--- src/rtl/phy_ctl_reset_mgr.sv ---
`timescale 1ns/1ps
module phy_ctl_reset_mgr #(
  parameter int NPORTS   = 2,
  parameter int CLK_HZ   = 200_000_000,
  parameter int READY_NS = 1_000_000,
  parameter int SRST_CYC = 16,
  localparam int PW = (NPORTS > 1) ? $clog2(NPORTS) : 1
) (
  input  logic              clk,
  input  logic              hw_rst,
  input  logic              strap_speed,
  input  logic              strap_aneg,
  input  logic              strap_duplex,
  input  logic [NPORTS-1:0] pwrdn_pin,
  input  logic              mgmt_wr,
  input  logic [PW-1:0]     mgmt_port,
  input  logic [15:0]       mgmt_wdata,
  output logic [15:0]       mgmt_rdata,
  output logic              mgmt_ready,
  output logic [NPORTS-1:0] port_oe,
  output logic [NPORTS-1:0] port_en
);
  localparam longint WAIT_L   = (longint'(CLK_HZ) * longint'(READY_NS)) / 64'd1_000_000_000;
  localparam int     WAIT_CYC = (WAIT_L < 1) ? 1 : int'(WAIT_L);
  localparam int     WW       = $clog2(WAIT_CYC + 1);
  localparam int     SW       = $clog2(SRST_CYC + 1);

  logic [WW-1:0] wait_q;
  logic [2:0]    keep_q;
  logic [15:0]   word_rd [NPORTS];

  wire [15:0] strap_word = {2'b00, strap_speed, strap_aneg, 3'b000, strap_duplex, 8'h00};
  wire [15:0] keep_word  = {2'b00, keep_q[2], keep_q[1], 3'b000, keep_q[0], 8'h00};
  wire        port_ok    = int'(mgmt_port) < NPORTS;

  always_ff @(posedge clk) begin
    if (hw_rst) begin
      wait_q <= WW'(WAIT_CYC);
      keep_q <= {strap_speed, strap_aneg, strap_duplex};
    end else if (wait_q != '0) begin
      wait_q <= wait_q - 1'b1;
    end
  end

  assign mgmt_ready = !hw_rst && (wait_q == '0);

  for (genvar i = 0; i < NPORTS; i++) begin : g_port
    logic [15:0]   ctl_q;
    logic [SW-1:0] sr_q;
    wire           busy  = (sr_q != '0);
    wire           wr_ok = mgmt_wr && port_ok && (mgmt_port == PW'(i)) && mgmt_ready
                           && !pwrdn_pin[i] && !busy;

    always_ff @(posedge clk) begin
      if (hw_rst) begin
        ctl_q <= strap_word;
        sr_q  <= '0;
      end else if (pwrdn_pin[i]) begin
        ctl_q <= keep_word;
        sr_q  <= '0;
      end else if (busy) begin
        sr_q <= sr_q - 1'b1;
      end else if (wr_ok) begin
        if (mgmt_wdata[15]) begin
          ctl_q <= keep_word;
          sr_q  <= SW'(SRST_CYC);
        end else begin
          ctl_q <= {1'b0, mgmt_wdata[14:0]};
        end
      end
    end

    assign word_rd[i] = {busy, ctl_q[14:0]};
    assign port_oe[i] = !hw_rst && !pwrdn_pin[i];
    assign port_en[i] = port_oe[i] && !ctl_q[11];


    strap_load_chk: assert property (@(posedge clk) disable iff (hw_rst)
      $fell(hw_rst) |-> (ctl_q[13] == keep_q[2] && ctl_q[12] == keep_q[1] && ctl_q[8] == keep_q[0]));

    srst_restore_chk: assert property (@(posedge clk) disable iff (hw_rst)
      (wr_ok && mgmt_wdata[15] && !pwrdn_pin[i]) |=> (ctl_q == keep_word && word_rd[i][15]));

    zero_bit15_chk: assert property (@(posedge clk) disable iff (hw_rst)
      (wr_ok && !mgmt_wdata[15] && !pwrdn_pin[i]) |=> !word_rd[i][15]);

    closed_hold_chk: assert property (@(posedge clk) disable iff (hw_rst)
      (!mgmt_ready && !pwrdn_pin[i]) |=> $stable(ctl_q));

    pin_release_chk: assert property (@(posedge clk) disable iff (hw_rst)
      $fell(pwrdn_pin[i]) |-> (word_rd[i] == keep_word));
  end

  always_comb begin
    mgmt_rdata = 16'hFFFF;
    if (mgmt_ready && port_ok && !pwrdn_pin[mgmt_port]) mgmt_rdata = word_rd[mgmt_port];
  end


  ready_sticky_chk: assert property (@(posedge clk) disable iff (hw_rst)
    mgmt_ready |=> mgmt_ready);
endmodule

--- config.mk ---
export PLATFORM = sky130hd
export DESIGN_NAME = phy_ctl_reset_mgr
export DESIGN_NICKNAME = d
export VERILOG_FILES = /design/src/rtl/phy_ctl_reset_mgr.sv
export SDC_FILE = /design/constraint.sdc
export NUM_CORES = 1
export LEC_CHECK = 0
export ABC_AREA = 1
export BUFFER_PORTS_ARGS = -buffer_cell sky130_fd_sc_hd__buf_2
export CAP_MARGIN = 20
export CORE_ASPECT_RATIO = 2
export CORE_MARGIN = 2
export CORE_UTILIZATION = 53
export CTS_BUF_LIST = sky130_fd_sc_hd__clkbuf_8
export DETAILED_ROUTE_END_ITERATION = 12
export GPL_ROUTABILITY_DRIVEN = 0
export PLACE_DENSITY_LB_ADDON = 0.2
export SLEW_MARGIN = 20
export SYNTH_ARGS = -nofsm -noshare
export SYNTH_HDL_FRONTEND = slang
export SYNTH_SLANG_ARGS = --single-unit
--- constraint.sdc ---
create_clock -name clk -period 1.8 [get_ports clk]
set_input_delay 0.18 -clock clk [delete_from_list [all_inputs] [get_ports clk]]
set_output_delay 0.18 -clock clk [all_outputs]
set_load 0.03 [all_outputs]
# Yosys cells after proc, flatten, opt, wreduce, memory -nomap -nowiden
# Index checks and enable logic that the tools add are counted.
totals:
  reg_bits: 61
  latch_bits: 0
  mem_bits_rw: 0
  romBits: 0
  in_bits: 25
  out_inout_bits: 21
  elab_cells: 79
  memories: 0
classes:
  addsub: 3
  mul: 0
  n_div: 0
  magnitude_cmp: 2
  n_eq_ne: 2
  shift: 0
  n_mux: 20
  bitwise: 4
  n_reduce_logical: 40
op_table:
  columns: ["operator", "n"]
  rows:
  - ["$mux 14", 8]
  - ["$mux 16", 4]
  - ["$mux 5", 5]
  - ["$logic_not 18->1", 1]
  - ["$reduce_bool 18->1", 1]
  - ["$sub 18x1->18 const B", 1]
  - ["$mux 15", 1]
  - ["$logic_and 1x1->1", 14]
  - ["$reduce_and 2->1", 6]
  - ["$reduce_bool 5->1", 2]
  - ["$sub 5x1->5 const B", 2]
  - ["$logic_not 1->1", 8]
  - ["$reduce_bool 2->1", 4]
  - ["$ne 3x3->1 const B", 2]
  - ["$reduce_bool 3->1", 2]
  - ["$reduce_or 2->1", 2]
  - ["$not 1->1", 3]
  - ["$ge 2x2->1 const B", 1]
  - ["$lt 1x2->1 const B", 1]
  - ["$mux 1", 2]
  - ["$not 1->2", 1]

# Depth between registers and ports, before layout
logic_depth:
  word_depth: 9
  mapped_depth: 11
  ltp_nobuf: 10

# Worst setup path before layout
# No wires, ideal clock.
synth_timing:
  path_type: "register to output"
  from: "register wait_q[0]"
  to: "output port mgmt_rdata[11]"
  arrival_ns: 1.635
  t_required_ns: 1.620
  slack_ns: -0.015
  stages_incl_launch_ff: 9
  n_path_buf: 1
  cell_sequence: "dfxtp_1 inv_1 ha_1 nand3_1 nor2_2 nand3_4 a21oi_2 buf_4 o211ai_1"
synth_between:
  elab_chain_cells: 4
synth_lines:
  columns: ["element", "line", "text"]
  rows:
  - ["start, declared", "28", "logic [WW-1:0] wait_q;"]
  - ["start signal, assigned", "38", "wait_q <= WW'(WAIT_CYC);"]
  - ["start signal, assigned", "41", "wait_q <= wait_q - 1'b1;"]
  - ["$logic_not 18->1", "45", "assign mgmt_ready = !hw_rst && (wait_q == '0);"]
  - ["$logic_and 1x1->1", "45", null]
  - ["$logic_and 1x1->1", "96", "if (mgmt_ready && port_ok && !pwrdn_pin[mgmt_port]) mgmt_rdata = word_rd[mgmt_port];"]
  - ["$mux 16", "96", null]
  - ["end, declared", "18", "output logic [15:0] mgmt_rdata,"]
# Every way passes these cells.

# Worst setup path after layout
layout_timing:
  from: "register wait_q[0]"
  to: "output port mgmt_rdata[9]"
# Same word-level chain as after synthesis.

==> results.md <==
* Pin count of the biggest net entering global routing at 20
* Reg area at 1310 um2
* Met1 usage at 30.3%
* CTS tree: yes
* Post-synth EDFFs at 9
* Worst Tran Pin Value at 374 ps
* DR pass1 iterations at 8
* CTS H-tree lvls at 3
* Worst IR drop on VDD at 0.579 mV
* Critical path capture point type: output pin
* Vert. Die Dim at 114 um
* Vias in the first global route at 2875
* Share of cells above drive strength 1 at 22.7%
* Antenna violations before repair at 0
* Synth Instances at 460
* Unrepaired setup endpoints after global routing: true
* CP Data Arrival Time at 1870 ps
* WL final at 7560 um
* Max-slew violations at 0
* First-pass GRT wire length at 12600 um
* Fill cells at 522
* Top-count cell post-synth: nand2_1
* Post-DP Area at 3610 um2
* Multi-input logic area at 1710 um2
* Drc violations at 4
* Final hold viol count at 0
* CP Max Fanout at 8
* DP HPWL at 5230 um
* Placed cell count at 576
* Worst Clk Skew at 6.55 ps
* Synth top cells by count: nand2_1, nor2_1, dfxtp_1, inv_1, nand3_1
* Synth Register Bits at 61
* Slew headroom at 74.9%
* Global route overflow at 0
* Pre-CTS setup slack at 60.6 ps
* Final worst path period share at 114%
* Final nets at 558
* Initial Util at 54.2%
* Category of the most critical setup path: flip-flop to output pin
* CP Launch Type: flip-flop
* Clk_lat worst skew at 350 ps
* GRT Util Overall at 24.6%
* Minimum clock period at 2050 ps
* Area leader, netlist: dfxtp_1
* CTS sink cnt at 61
* Required time of the critical path at 1620 ps
* Syn_nets at 489
* First DRT Iteration DRCs at 107
* Synthesized area at 3200 um2
* Post-synth ARST share at 0%
* Failing checks: design-rule violations, negative setup slack
* Syn avg cell area at 6.96 um2
* Post-synth cell types at 30
* M2 GR Usage at 39.3%
* Antenna-violating nets left at 0
* Ant. Diodes at 0
* Clock buffer depth at 2
* Final Non-Filler Cells at 596
* Synth warn at 0
* Root Buffer: clkbuf_8
* Ranking of synthesized cells by area: dfxtp_1, nand2_1, nor2_1
* Core ar. at 5910 um2
* Via-to-Cell Ratio at 5.02
* Post-route cell area at 4050 um2
* Clock transition at path regs at 70 ps
* TritonCTS Buffers at 9
* Cell Rows at 40
* DR WL/cell at 12.7 um
* Total die area at 6710 um2
* Max cap viols at 0
* Grt met3 use at 5.44%
* I/O pin count at 46
* Pleak at 1.89 nW
* Gr busiest metal: met2
* Pwr Density at 810 nW/um2
* Final core occ at 68.5%
* Share of the synthesized area in the top cell type at 32.5%
* Hold/Removal Path Class: input pin to flip-flop
* Syn-to-layout area delta at 26.4%
* Final setup violation count at 16
* Die X-Extent at 58.9 um
* Status: complete, but fails checks
* Most used DFF post-synth: dfxtp_1
* Vias at 2991
* F_max at 487 MHz
* Seq/Total Area, Yosys at 41.0%
* Fin worst setup slack at -252 ps
* CTS Hold Bufs at 0
* IO Port Bufs at 45
* Tot Pwr at 3.28 mW
-- sequential cells by signal, indices dropped and copies added (netlist names) --
signal / count
g_port.ctl_q: 30
wait_q: 18
g_port.sr_q: 10
keep_q: 3
-- layout by cell type (no fill, tap or decap), types with 2 or more instances in the layout --
cell / count
nand3_1: 11
o21bai_1: 12
nor2_1: 101
clkbuf_8: 11
nand4_1: 2
nand2_2: 2
nand3_4: 2
nor2_2: 5
bufinv_16: 2
inv_2: 3
o21ai_0: 8
xor2_1: 5
dfxtp_2: 2
mux2_2: 3
buf_2: 28
nor2_4: 7
buf_4: 36
buf_6: 6
clkinv_4: 2
nand3_2: 5
o211ai_1: 13
xnor2_1: 9
inv_1: 49
nor3_1: 8
edfxtp_1: 9
a21oi_1: 6
ha_1: 3
nand2_1: 123
dfxtp_1: 50
-- power by group --
group | switching [mW] | leakage [nW] | internal, mW
sequential | 0.0519 | 0.514 | 1.44
clock | 0.526 | 0.117 | 0.844
combinational | 0.247 | 1.26 | 0.170
-- routing by layer --
| layer | wire length [um] | up-vias |
|---|---|---|
| li1 | - | 1569 |
| met1 | 3340 | 1338 |
| met2 | 3740 | 68 |
| met3 | 312 | 16 |
| met4 | 168 | 0 |
| met5 | 0 | - |
-- stage by stage --
step	TNS (ps)	hold slack, ps
2_1_floorplan	0	256
3_3_place_gp	0	378
3_5_place_dp	0	380
4_1_cts	-3680	11.6
5_1_grt	-4680	19.8
6_report	-3510	24.4
-- what timing repair did --
item	CTS	global route
gates resized for setup	36	13
cloned	1	0
buffers inserted	4	1
endpoints found under the setup margin	16	47
pin swaps	3	3
-- path summary, 6_finish.rpt --
check / startpoint / slack, ps / cells after the start / to
min: strap_duplex / 20 / 1 / keep_q[0]$_DFFE_PP_
max: wait_q[0]$_SDFFE_PP0P_ / -250 / 9 / mgmt_rdata[9]
max reg2reg: wait_q[0]$_SDFFE_PP0P_ / 100 / 11 / g_port[1].ctl_q[9]$_SDFFE_PN0P_
min reg2reg: g_port[0].ctl_q[1]$_SDFFE_PN0P_ / 490 / 2 / g_port[0].ctl_q[1]$_SDFFE_PN0P_
-- critical path, stage by stage, from the launching register on --
cell       delay, ps
dfxtp_2          330
inv_2             80
ha_4             160
nand3_4           80
nor2_4           120
nand3_4          100
a21oi_4          210
clkbuf_16        200
o211ai_1          80
buf_4            170
-- final cells by class --
cell class                 count  share of cell area (%)
multi-input combinational    333                    42.2
sequential                    61                    32.5
timing repair buffer          72                    12.9
inverter                      52                    4.95
clock buffer                  11                    3.74
tap                           63                    1.95
clock inverter                 4                    1.79
-- cell families (layout without fill, tap and decap cells) --
kind of cell	Yosys count	count (layout)	synth area share, %
simple gates	271	271	35.2
mux	3	3	1.06
buf+inv	66	139	8.80
compound gates	41	41	8.56
xor+xnor	14	14	3.83
flops	61	61	41.0
fa+ha+maj	4	4	1.56
No activity file was read; power rests on OpenSTA's default activity.
